**config.mk**
```make
export PLATFORM = sky130hd
export DESIGN_NAME = adc_reader
export DESIGN_NICKNAME = d
export VERILOG_FILES = /design/src/rtl/adc_rd_pkg.sv /design/src/rtl/adc_rd_ctrl.sv /design/src/rtl/adc_rd_datapath.sv /design/src/rtl/adc_reader.sv
export SDC_FILE = /design/constraint.sdc
export NUM_CORES = 1
export LEC_CHECK = 0
export ABC_CLOCK_PERIOD_IN_PS = 2700
export BUFFER_PORTS_ARGS = -buffer_cell sky130_fd_sc_hd__clkbuf_2
export CAP_MARGIN = 10
export CORE_ASPECT_RATIO = 1.25
export CORE_MARGIN = 1.5
export CORE_UTILIZATION = 48
export CTS_CLUSTER_DIAMETER = 30
export DETAILED_ROUTE_END_ITERATION = 12
export PLACE_DENSITY = 0.74
export SETUP_SLACK_MARGIN = 0.15
export SLEW_MARGIN = 20
export SYNTH_ARGS = -nofsm -noshare
export SYNTH_HDL_FRONTEND = slang
export SYNTH_HIERARCHICAL = 1
export SYNTH_SLANG_ARGS = --single-unit
```
**constraint.sdc**
```tcl
create_clock -name clk -period 2.7 [get_ports clk]
set_input_delay 0.675 -clock clk [delete_from_list [all_inputs] [get_ports clk]]
set_output_delay 0.675 -clock clk [all_outputs]
set_load 0.02 [all_outputs]
```
**src/rtl/adc_rd_pkg.sv**
```systemverilog
package adc_rd_pkg;

  typedef enum logic [2:0] {
    ST_IDLE,
    ST_CONV,
    ST_SHIFT,
    ST_TAIL,
    ST_GUARD
  } rdState_t;

  // Strobes from the control FSM to the datapath
  typedef struct packed {
    logic clear;    // new transaction accepted: reset frame, latch framing
    logic capture;  // sclk rising now: shift in one sampled bit
    logic finish;   // frame complete: publish result and checks
  } rdStrobe_t;

  function automatic int unsigned cdivU(input int unsigned num, input int unsigned den);
    return (num + den - 1) / den;
  endfunction

  function automatic int unsigned maxU(input int unsigned a, input int unsigned b);
    return (a > b) ? a : b;
  endfunction

endpackage

```
**src/rtl/adc_rd_ctrl.sv**
```systemverilog
module adc_rd_ctrl
  import adc_rd_pkg::*;
#(
  parameter int unsigned HALF_CYC    = 60,
  parameter int unsigned CONV_CYC    = 1875,
  parameter int unsigned TIMEOUT_CYC = 2500,
  parameter int unsigned GUARD_CYC   = 60,
  parameter int unsigned ACQ_CYC     = 375
) (
  input  logic      clk,
  input  logic      rstN,
  input  logic      start,
  input  logic      pollEoc,
  input  logic      eocRise,
  input  logic      lastBit,
  output rdStrobe_t strobe,
  output logic      sclk,
  output logic      csN,
  output logic      busy,
  output logic      timeoutErr
);

  localparam int unsigned MAX_WAIT = maxU(maxU(CONV_CYC, TIMEOUT_CYC), maxU(ACQ_CYC, maxU(HALF_CYC, GUARD_CYC)));
  localparam int unsigned CNT_W    = $clog2(MAX_WAIT + 1);

  typedef logic [CNT_W-1:0] cnt_t;

  localparam cnt_t HALF_LAST  = cnt_t'(HALF_CYC - 1);
  localparam cnt_t CONV_LAST  = cnt_t'(CONV_CYC - 1);
  localparam cnt_t TO_LAST    = cnt_t'(TIMEOUT_CYC - 1);
  localparam cnt_t GUARD_LAST = cnt_t'(GUARD_CYC - 1);
  localparam cnt_t ACQ_LAST   = cnt_t'(ACQ_CYC - 1);

  rdState_t state, stateNx;
  cnt_t     cnt, cntNx;
  logic     sclkQ, sclkNx;
  logic     csNQ, csNNx;
  logic     pollQ, pollNx;
  logic     acqQ, acqNx;
  logic     toQ, toNx;

  always_comb begin
    stateNx = state;
    cntNx   = cnt + cnt_t'(1);
    sclkNx  = sclkQ;
    csNNx   = csNQ;
    pollNx  = pollQ;
    acqNx   = acqQ;
    toNx    = 1'b0;
    strobe  = '0;
    unique case (state)
      ST_IDLE: begin
        cntNx = '0;
        if (start) begin
          strobe.clear = 1'b1;
          csNNx        = 1'b0;
          pollNx       = pollEoc;
          stateNx      = ST_CONV;
        end
      end
      ST_CONV: begin
        if (pollQ && eocRise) begin
          cntNx   = '0;
          stateNx = ST_SHIFT;
        end else if (pollQ && (cnt == TO_LAST)) begin
          cntNx   = '0;
          csNNx   = 1'b1;
          toNx    = 1'b1;
          acqNx   = 1'b1;
          stateNx = ST_GUARD;
        end else if (!pollQ && (cnt == CONV_LAST)) begin
          cntNx   = '0;
          stateNx = ST_SHIFT;
        end
      end
      ST_SHIFT: begin
        if (cnt == HALF_LAST) begin
          cntNx = '0;
          if (!sclkQ) begin
            sclkNx         = 1'b1;
            strobe.capture = 1'b1;
          end else begin
            sclkNx = 1'b0;
            if (lastBit) stateNx = ST_TAIL;
          end
        end
      end
      ST_TAIL: begin
        if (cnt == HALF_LAST) begin
          cntNx         = '0;
          csNNx         = 1'b1;
          acqNx         = 1'b0;
          strobe.finish = 1'b1;
          stateNx       = ST_GUARD;
        end
      end
      ST_GUARD: begin
        if (cnt == (acqQ ? ACQ_LAST : GUARD_LAST)) begin
          cntNx   = '0;
          stateNx = ST_IDLE;
        end
      end
      default: begin
        cntNx   = '0;
        stateNx = ST_IDLE;
      end
    endcase
  end

  always_ff @(posedge clk or negedge rstN) begin
    if (!rstN) begin
      state <= ST_IDLE;
      cnt   <= '0;
      sclkQ <= 1'b0;
      csNQ  <= 1'b1;
      pollQ <= 1'b0;
      acqQ  <= 1'b0;
      toQ   <= 1'b0;
    end else begin
      state <= stateNx;
      cnt   <= cntNx;
      sclkQ <= sclkNx;
      csNQ  <= csNNx;
      pollQ <= pollNx;
      acqQ  <= acqNx;
      toQ   <= toNx;
    end
  end

  assign sclk       = sclkQ;
  assign csN        = csNQ;
  assign timeoutErr = toQ;
  assign busy       = (state != ST_IDLE);

endmodule

```
**src/rtl/adc_rd_datapath.sv**
```systemverilog
module adc_rd_datapath
  import adc_rd_pkg::*;
#(
  parameter int unsigned DATA_W      = 12,
  parameter int unsigned BYTE_W      = 8,
  parameter int unsigned SYNC_STAGES = 2
) (
  input  logic              clk,
  input  logic              rstN,
  input  logic              miso,
  input  logic              byteMode,
  input  rdStrobe_t         strobe,
  output logic              eocRise,
  output logic              lastBit,
  output logic [DATA_W-1:0] result,
  output logic              resultValid,
  output logic              frameErr
);

  localparam int unsigned CONT_W  = DATA_W + 1;
  localparam int unsigned FRAME_W = cdivU(CONT_W, BYTE_W) * BYTE_W;
  localparam int unsigned PAD_W   = FRAME_W - CONT_W;
  localparam int unsigned BC_W    = $clog2(FRAME_W + 1);

  logic [SYNC_STAGES-1:0] syncQ;
  logic                   misoPrev;
  logic                   bitNow;
  logic [FRAME_W-1:0]     frameQ;
  logic [BC_W-1:0]        bitCnt;
  logic                   modeQ;
  logic                   padBad;

  // Resynchronise the converter's data line; idle level is high
  generate
    if (SYNC_STAGES > 1) begin : g_sync_chain
      always_ff @(posedge clk or negedge rstN) begin
        if (!rstN) syncQ <= '1;
        else       syncQ <= {syncQ[SYNC_STAGES-2:0], miso};
      end
    end else begin : g_sync_single
      always_ff @(posedge clk or negedge rstN) begin
        if (!rstN) syncQ <= '1;
        else       syncQ <= miso;
      end
    end
  endgenerate

  assign bitNow  = syncQ[SYNC_STAGES-1];
  assign eocRise = bitNow & ~misoPrev;

  always_ff @(posedge clk or negedge rstN) begin
    if (!rstN) misoPrev <= 1'b1;
    else       misoPrev <= bitNow;
  end

  // Padding check exists only when the byte framing has spare slots
  generate
    if (PAD_W > 0) begin : g_pad
      assign padBad = |frameQ[PAD_W-1:0];
    end else begin : g_nopad
      assign padBad = 1'b0;
    end
  endgenerate

  assign lastBit = (bitCnt == (modeQ ? BC_W'(FRAME_W) : BC_W'(CONT_W)));

  always_ff @(posedge clk or negedge rstN) begin
    if (!rstN) begin
      frameQ <= '0;
      bitCnt <= '0;
      modeQ  <= 1'b0;
    end else if (strobe.clear) begin
      frameQ <= '0;
      bitCnt <= '0;
      modeQ  <= byteMode;
    end else if (strobe.capture) begin
      frameQ <= {frameQ[FRAME_W-2:0], bitNow};
      bitCnt <= bitCnt + BC_W'(1);
    end
  end

  always_ff @(posedge clk or negedge rstN) begin
    if (!rstN) begin
      result      <= '0;
      resultValid <= 1'b0;
      frameErr    <= 1'b0;
    end else begin
      resultValid <= strobe.finish;
      frameErr    <= strobe.finish & modeQ & (~frameQ[FRAME_W-1] | padBad);
      if (strobe.finish) begin
        result <= modeQ ? frameQ[FRAME_W-2 -: DATA_W] : frameQ[DATA_W-1:0];
      end
    end
  end

endmodule

```
**src/rtl/adc_reader.sv**
```systemverilog
module adc_reader
  import adc_rd_pkg::*;
#(
  parameter int unsigned CLK_PERIOD_NS = 4,
  parameter int unsigned SCLK_HALF_NS  = 240,
  parameter int unsigned SETUP_NS      = 50,
  parameter int unsigned CONV_NS       = 7500,
  parameter int unsigned CS_HIGH_NS    = 240,
  parameter int unsigned ACQ_NS        = 1500,
  parameter int unsigned TIMEOUT_NS    = 10000,
  parameter int unsigned DATA_W        = 12,
  parameter int unsigned BYTE_W        = 8,
  parameter int unsigned SYNC_STAGES   = 2
) (
  input  logic              clk,
  input  logic              rstN,
  input  logic              start,
  input  logic              byteMode,
  input  logic              pollEoc,
  input  logic              miso,
  output logic              sclk,
  output logic              csN,
  output logic              busy,
  output logic [DATA_W-1:0] result,
  output logic              resultValid,
  output logic              frameErr,
  output logic              timeoutErr
);

  // Every interval rounds up so that the minimum timing always holds
  localparam int unsigned HALF_CYC    = maxU(cdivU(SCLK_HALF_NS, CLK_PERIOD_NS), SYNC_STAGES + 1);
  localparam int unsigned CONV_CYC    = maxU(cdivU(CONV_NS, CLK_PERIOD_NS), 1);
  localparam int unsigned TIMEOUT_CYC = maxU(cdivU(TIMEOUT_NS, CLK_PERIOD_NS), 1);
  localparam int unsigned GUARD_CYC   = maxU(maxU(cdivU(CS_HIGH_NS, CLK_PERIOD_NS),
                                                  cdivU(SETUP_NS, CLK_PERIOD_NS)), 1);
  localparam int unsigned ACQ_CYC     = maxU(cdivU(ACQ_NS, CLK_PERIOD_NS), GUARD_CYC);

  rdStrobe_t strobe;
  logic      eocRise;
  logic      lastBit;

  adc_rd_ctrl #(
    .HALF_CYC   (HALF_CYC),
    .CONV_CYC   (CONV_CYC),
    .TIMEOUT_CYC(TIMEOUT_CYC),
    .GUARD_CYC  (GUARD_CYC),
    .ACQ_CYC    (ACQ_CYC)
  ) uCtrl (
    .clk       (clk),
    .rstN      (rstN),
    .start     (start),
    .pollEoc   (pollEoc),
    .eocRise   (eocRise),
    .lastBit   (lastBit),
    .strobe    (strobe),
    .sclk      (sclk),
    .csN       (csN),
    .busy      (busy),
    .timeoutErr(timeoutErr)
  );

  adc_rd_datapath #(
    .DATA_W     (DATA_W),
    .BYTE_W     (BYTE_W),
    .SYNC_STAGES(SYNC_STAGES)
  ) uPath (
    .clk        (clk),
    .rstN       (rstN),
    .miso       (miso),
    .byteMode   (byteMode),
    .strobe     (strobe),
    .eocRise    (eocRise),
    .lastBit    (lastBit),
    .result     (result),
    .resultValid(resultValid),
    .frameErr   (frameErr)
  );

endmodule

```
; Yosys cells after proc, flatten, opt, wreduce, memory -nomap -nowiden
; Index checks and enable logic that the tools add are counted.
[totals]
reg_bits = 59
inputBits = 6
out_inout_bits = 18
word_cells = 97
[op_classes]
add_sub_neg = 2
n_eq_ne = 18
n_mux = 40
bitwise = 6
n_reduce_logical = 16
[op_table]
columns = operator, count
row1 = 12-bit 2-to-1 mux, 6
row2 = 12-bit case mux with 3 select lines, 1
row3 = 16-bit 2-to-1 mux, 2
row4 = 3-bit 2-to-1 mux, 9
row5 = 1-bit 2-to-1 mux, 15
row6 = 5-bit 2-to-1 mux, 3
row7 = 3-bit case mux with 5 select lines, 1
row8 = "12-bit by 1-bit adder with 12-bit output, second input constant", 1
row9 = "12-bit by 11-bit equality test with 1-bit output, second input constant", 1
row10 = 12-bit equality test, 1
row11 = "12-bit equality test, second input constant", 1
row12 = "12-bit by 6-bit equality test with 1-bit output, second input constant", 1
row13 = "2-bit by 1-bit != test with 1-bit output, second input constant", 5
row14 = 9-bit 2-to-1 mux, 1
row15 = 7-bit AND reduction, 1
row16 = "3-bit by 2-bit equality test with 1-bit output, second input constant", 2
row17 = "2-bit != test, second input constant", 3
row18 = 3-bit nonzero test, 2
row19 = "5-bit by 1-bit adder with 5-bit output, second input constant", 1
row20 = 5-bit equality test, 1
row21 = 5-bit AND reduction, 1
row22 = "4-bit by 1-bit != test with 1-bit output, second input constant", 1
row23 = 2-bit AND reduction, 2
row24 = 4-bit AND reduction, 1
row25 = 13 further kinds, 19

; Longest topological paths before layout
[depth]
ltp_word = 6
depth_mapped = 9

; By module
; Netlist, hierarchy kept.
[by_module_without_submodules]
columns = mod, instances, cells_each, area_each_um2
row1 = adc_rd_datapath, 1, 143, 1676.6
row2 = adc_rd_ctrl, 1, 118, 1138.6

; Worst setup path after synthesis
; Ideal clock, no wire load.
[synth_timing]
kind = register to register
startpoint = reg uCtrl.cnt[7]
endpoint = reg uPath.bitCnt[1]
setup_ps = 132
t_arrival_ps = 2203
required_time_ps = 2568
slack_ps = 366
path_stages_with_launch = 9
path_buffers = 2
period_less_slack_ps = 2334
cell_sequence = dfrtp_1 or4_4 nor4_4 nand2_1 nor3_1 clkbuf_1 buf_2 mux2i_1 nor2_1
[synth_lines]
columns = element, line_no
row1 = "start, declared", adc_rd_ctrl.sv:35  ; cnt_t cnt, cntNx;
row2 = "start signal, assigned", adc_rd_ctrl.sv:121  ; cnt <= cntNx;
row3 = "end signal, assigned", adc_rd_datapath.sv:78  ; bitCnt <= bitCnt + BC_W'(1);
row4 = "end, declared", adc_rd_datapath.sv:29  ; logic [BC_W-1:0] bitCnt;

==> flow_results.org <==
** Critical path
- Data arrival time of the critical path :: approximately 2600 ps
- The worst register-to-register path begins at uCtrl/cnt[7].
- Category of the critical setup timing path :: reg -> reg
- Of all nets on the critical path, the largest fanout is 23.
- On the critical path the largest part of the delay comes from simple AND/OR/NAND/NOR gates.
- Setup slack on the worst flop-to-flop path :: 330 ps
- At the worst endpoint, the required time is about 3000 ps.
- Tracing the worst setup path back leads to its startpoint at uCtrl/cnt[7].
- Startpoint type of the worst setup path :: flip-flop
- The slowest stage of the critical path belongs to the cell or4_4.
- STA classifies the critical path endpoint as a flip-flop.
- On the worst path, the slowest cell contributes a delay of about 580 ps.
- Counting both buffers and inverters, the worst setup path holds a total of 1.
- The critical path goes through or4_4, nor4_4, nand2_1, nor3_2, buf_12, nand4_1, mux2_1.

** Clock tree
- Clock tree root buffer cell :: clkbuf_8
- After clock tree synthesis, the repair step resized 0 gates.
- Clock insertion delay at the later pin of the skew report :: ~340 ps
- The clock passes through at most 2 buffers.
- TritonCTS built the clock tree.
- Number of buffers inserted during clock tree synthesis :: 9
- Number of H-tree levels :: 3
- The clock net in this run drives a total of between 50 and 60 sinks.
- After clock tree synthesis, the clock-pin slew on the worst setup and hold paths is around 70 ps.
- Number of hold buffers added after cts :: 0
- After clock tree synthesis, the setup repair step added 0 buffers.

** Timing
- In the final timing run, aggregate negative setup slack is 0 ps.
- Setup repair after global routing left no endpoint under its margin.
- Number of pins with negative max-slew slack in the final report :: 0
- Remaining max-slew budget at the tightest pin :: 62.3%
- Derived from the worst setup path, the maximum achievable clock frequency is 422 MHz.
- Slew at the pin with the worst max-slew slack :: between 500 and 600 ps
- Between clock sinks in the finished design, the worst skew comes to approximately 7.5 ps.
- Setup violations remaining at the end of the flow were counted as 0.
- Share of the clock period used by the worst path after layout :: approximately 88%
- Post-layout min period :: 2370 ps
- The final number of hold-violating endpoints is 0.

** Logic synthesis
- Of all flip-flops after synthesis, the portion carrying an async set or reset was 100%.
- Library cell with the largest summed area after synthesis :: dfrtp_1
- When the netlist entered floorplanning its net count stood at 270.
- Sequential-to-total area share from yosys stat :: ~53%
- Top_reg_cell synth :: dfrtp_1
- Yosys Warn Count :: 6
- FF+latch count, synth :: 59
- Top post-synthesis cells by area :: dfrtp_1, mux2i_1, nor2_1, a21oi_1, dfstp_2
- The cell area that synthesis handed to floorplanning was around 2800 um2.
- EDFF count, synth :: 0
- Dividing the synthesized area by the synthesized cell count gives roughly 11 um2.
- Post-synthesis instance total :: approximately 260
- Unique cell type count in the Yosys netlist :: between 40 and 50
- Area share of the largest cell type after synthesis :: a little under 50%

** Detailed routing
- Number of detailed-route iterations in the first pass :: 10
- In the final routed layout, each cell accounts on average for 15.8 um.
- DRC violation count after routing :: 2
- After the first detailed-routing iteration, the DRC count stood at 95.
- Vias :: just over 2000
- Wires add up to around 5700 um.
- Vias per Instance :: about 5.7
- The count of nets left with antenna violations once routing finished came out at 0.

** Power
- Worst voltage drop across the vdd grid :: around 0.45 mV
- Sequential cells burn 47.7% of the power.
- In this run the power density over the cells is about 910 nW/um2.
- Net switching is 35.5% of the power.
- The clock network is responsible for around 28% of the overall power.
- Summed over all nets, the switching power comes to 0.00104 W.
- Summed over all cells, the static leakage comes to between 1 and 1.5 nW.
- The share of total power dissipated in combinational logic is 24.5%.
- Internal power of the cells :: approximately 0.0019 W

** Finish
- 0 antenna diodes ended up in the layout.
- Most common cell after layout, fill and taps aside :: dfrtp_1
- Nets :: slightly below 300
- Fill cell instance count of the final layout :: 487
- Top library cells by usage in the layout, fill and taps aside :: dfrtp_1, nor2_1, mux2i_1
- Once layout is complete, the utilization of the core stands at 56.1%.
- Sequential cell area in the final layout :: around 1500 um2
- Cells with a size suffix above 1 make up a little over a fifth of the layout.
- Compared with the post-synthesis result, the final layout area differs by 14.4%.
- Combined area of the multi-input logic cells :: between 1000 and 1500 um2

** Global route
- The number of global-route vias before repair came to 2027.
- Sum of overflow across all layers after global routing :: 0
- Antenna violations before repair :: 0
- All-layer global routing usage :: ~21%
- Largest net degree at the start of global routing :: 27
- The first global-routing pass estimated 9920 um of wire.

** Run status
- The run finished, with violations left.
- Violated checks :: design-rule violations

** Hold path
- Class of the tightest hold or removal check :: in -> async

** Placement
- During placement, the flow inserted port buffers numbering 23.
- DP Wirelength :: approximately 3800 um
- Routability-driven placement finished with a final weighted congestion of 0.871.

** Run
- # Max-Cap Violations :: 0

** Die
- Number of primary I/O pins :: 24
- Core Region :: about 5700 um2
- Die width :: about 70 um
- In this run the vertical extent of the chip is 88.6 um.
- Effective utilization at floorplan :: 49.0%
- In this run the core area contains 31 standard-cell rows.
- Die Outline Area :: approximately 6300 um2
-- path summary, 6_finish.rpt --
check	to	cells after the start
min	uPath/frameQ[1]	1
max reg2reg	uPath/bitCnt[3]	7
min reg2reg	uPath/syncQ[1]	0
max	uPath/bitCnt[3]	7
min in group clk	uPath/syncQ[1]	0
max in group asynchronous	uPath/misoPrev	2
-- power by group through the flow --
| stage | Clock (W) | Sequential [W] | Combinational, W |
|---|---|---|---|
| floorplan | 0 | 0.00130 | 0.000620 |
| CTS | 0.000834 | 0.00139 | 0.000723 |
| detailed placement | 0 | 0.00140 | 0.000718 |
| global placement | 0 | 0.00139 | 0.000695 |
| global route | 0.000869 | 0.00142 | 0.000806 |
| finish | 0.000811 | 0.00139 | 0.000717 |
-- sequential cells by signal, summed over array words and instances (netlist names) --
name	cells
uCtrl/sclk	1
uPath/bitCnt	5
uPath/modeQ	1
uCtrl/acqQ	1
uCtrl/cnt	12
uPath/frameErr	1
uCtrl/pollQ	1
uPath/frameQ	16
uPath/result	12
uPath/syncQ	2
uCtrl/csN	1
uCtrl/state	3
uPath/resultValid	1
uCtrl/timeoutErr	1
uPath/misoPrev	1
-- stage by stage --
step                instance area (um2)  hold slack [ps]  instances  setup slack [ps]  total power [W]
finish                             3220              314        360               328          0.00292
global route                       3220              351        360               202          0.00310
CTS                                3220              333        360               324          0.00294
detailed placement                 3020              348        344               346          0.00212
global placement                   3020              347        344               385          0.00208
floorplan                          2820              345        261               366          0.00192
-- worst register-to-register path, delay by kind of cell, from the launching register on --
kind,cells,cell delay (ps)
multiplexers,1,320
buffers and inverters,1,220
flip-flops,1,450
AND/OR/NAND/NOR,5,1270
-- kinds of logic after synthesis --
group | share of synthesized area (%)
compound gates | 8.93
flops | 52.6
xor+xnor | 3.42
simple gates | 18.6
fa+ha+maj | 1.33
buf+inv | 3.16
mux | 11.9
-- Yosys cell counts, drive strengths merged (2+ instances only) --
library cell and number:
or4 3, clkbuf 7, nand4 5, o21ai 3, a21oi 26, mux2 4
nor3 3, buf 7, nor2 40, nand3 3, xnor2 6, a211o 2
nand3b 4, a21o 2, dfrtp 55, dfstp 4, nor2b 5, inv 5
or4b 2, nor4 2, nand2b 4, nor4bb 2, xor2 5, nand2 13
and3 3, mux2i 29, or3 2, ha 3
-- per-layer routing --
layer / part of all wire (%) / wire length (um) / vias up / GRT usage, %
met3: 3.9 / 221 / 10 / 4.78
met5: 0 / 0 / - / 0
met2: 51 / 2910 / 49 / 33.8
met1: 43 / 2440 / 1019 / 25.4
li1: - / - / 971 / -
met4: 1.9 / 106 / 0 / 11.8
-- area by class of cell --
cell class                 count  area share [%]
inverter                       5           0.583
tap                           66            2.56
timing repair buffer          31            5.83
multi-input combinational    183            38.8
sequential                    59            46.0
clock inverter                 7            2.37
clock buffer                   9            3.85
No activity file was read; power rests on OpenSTA's default activity.
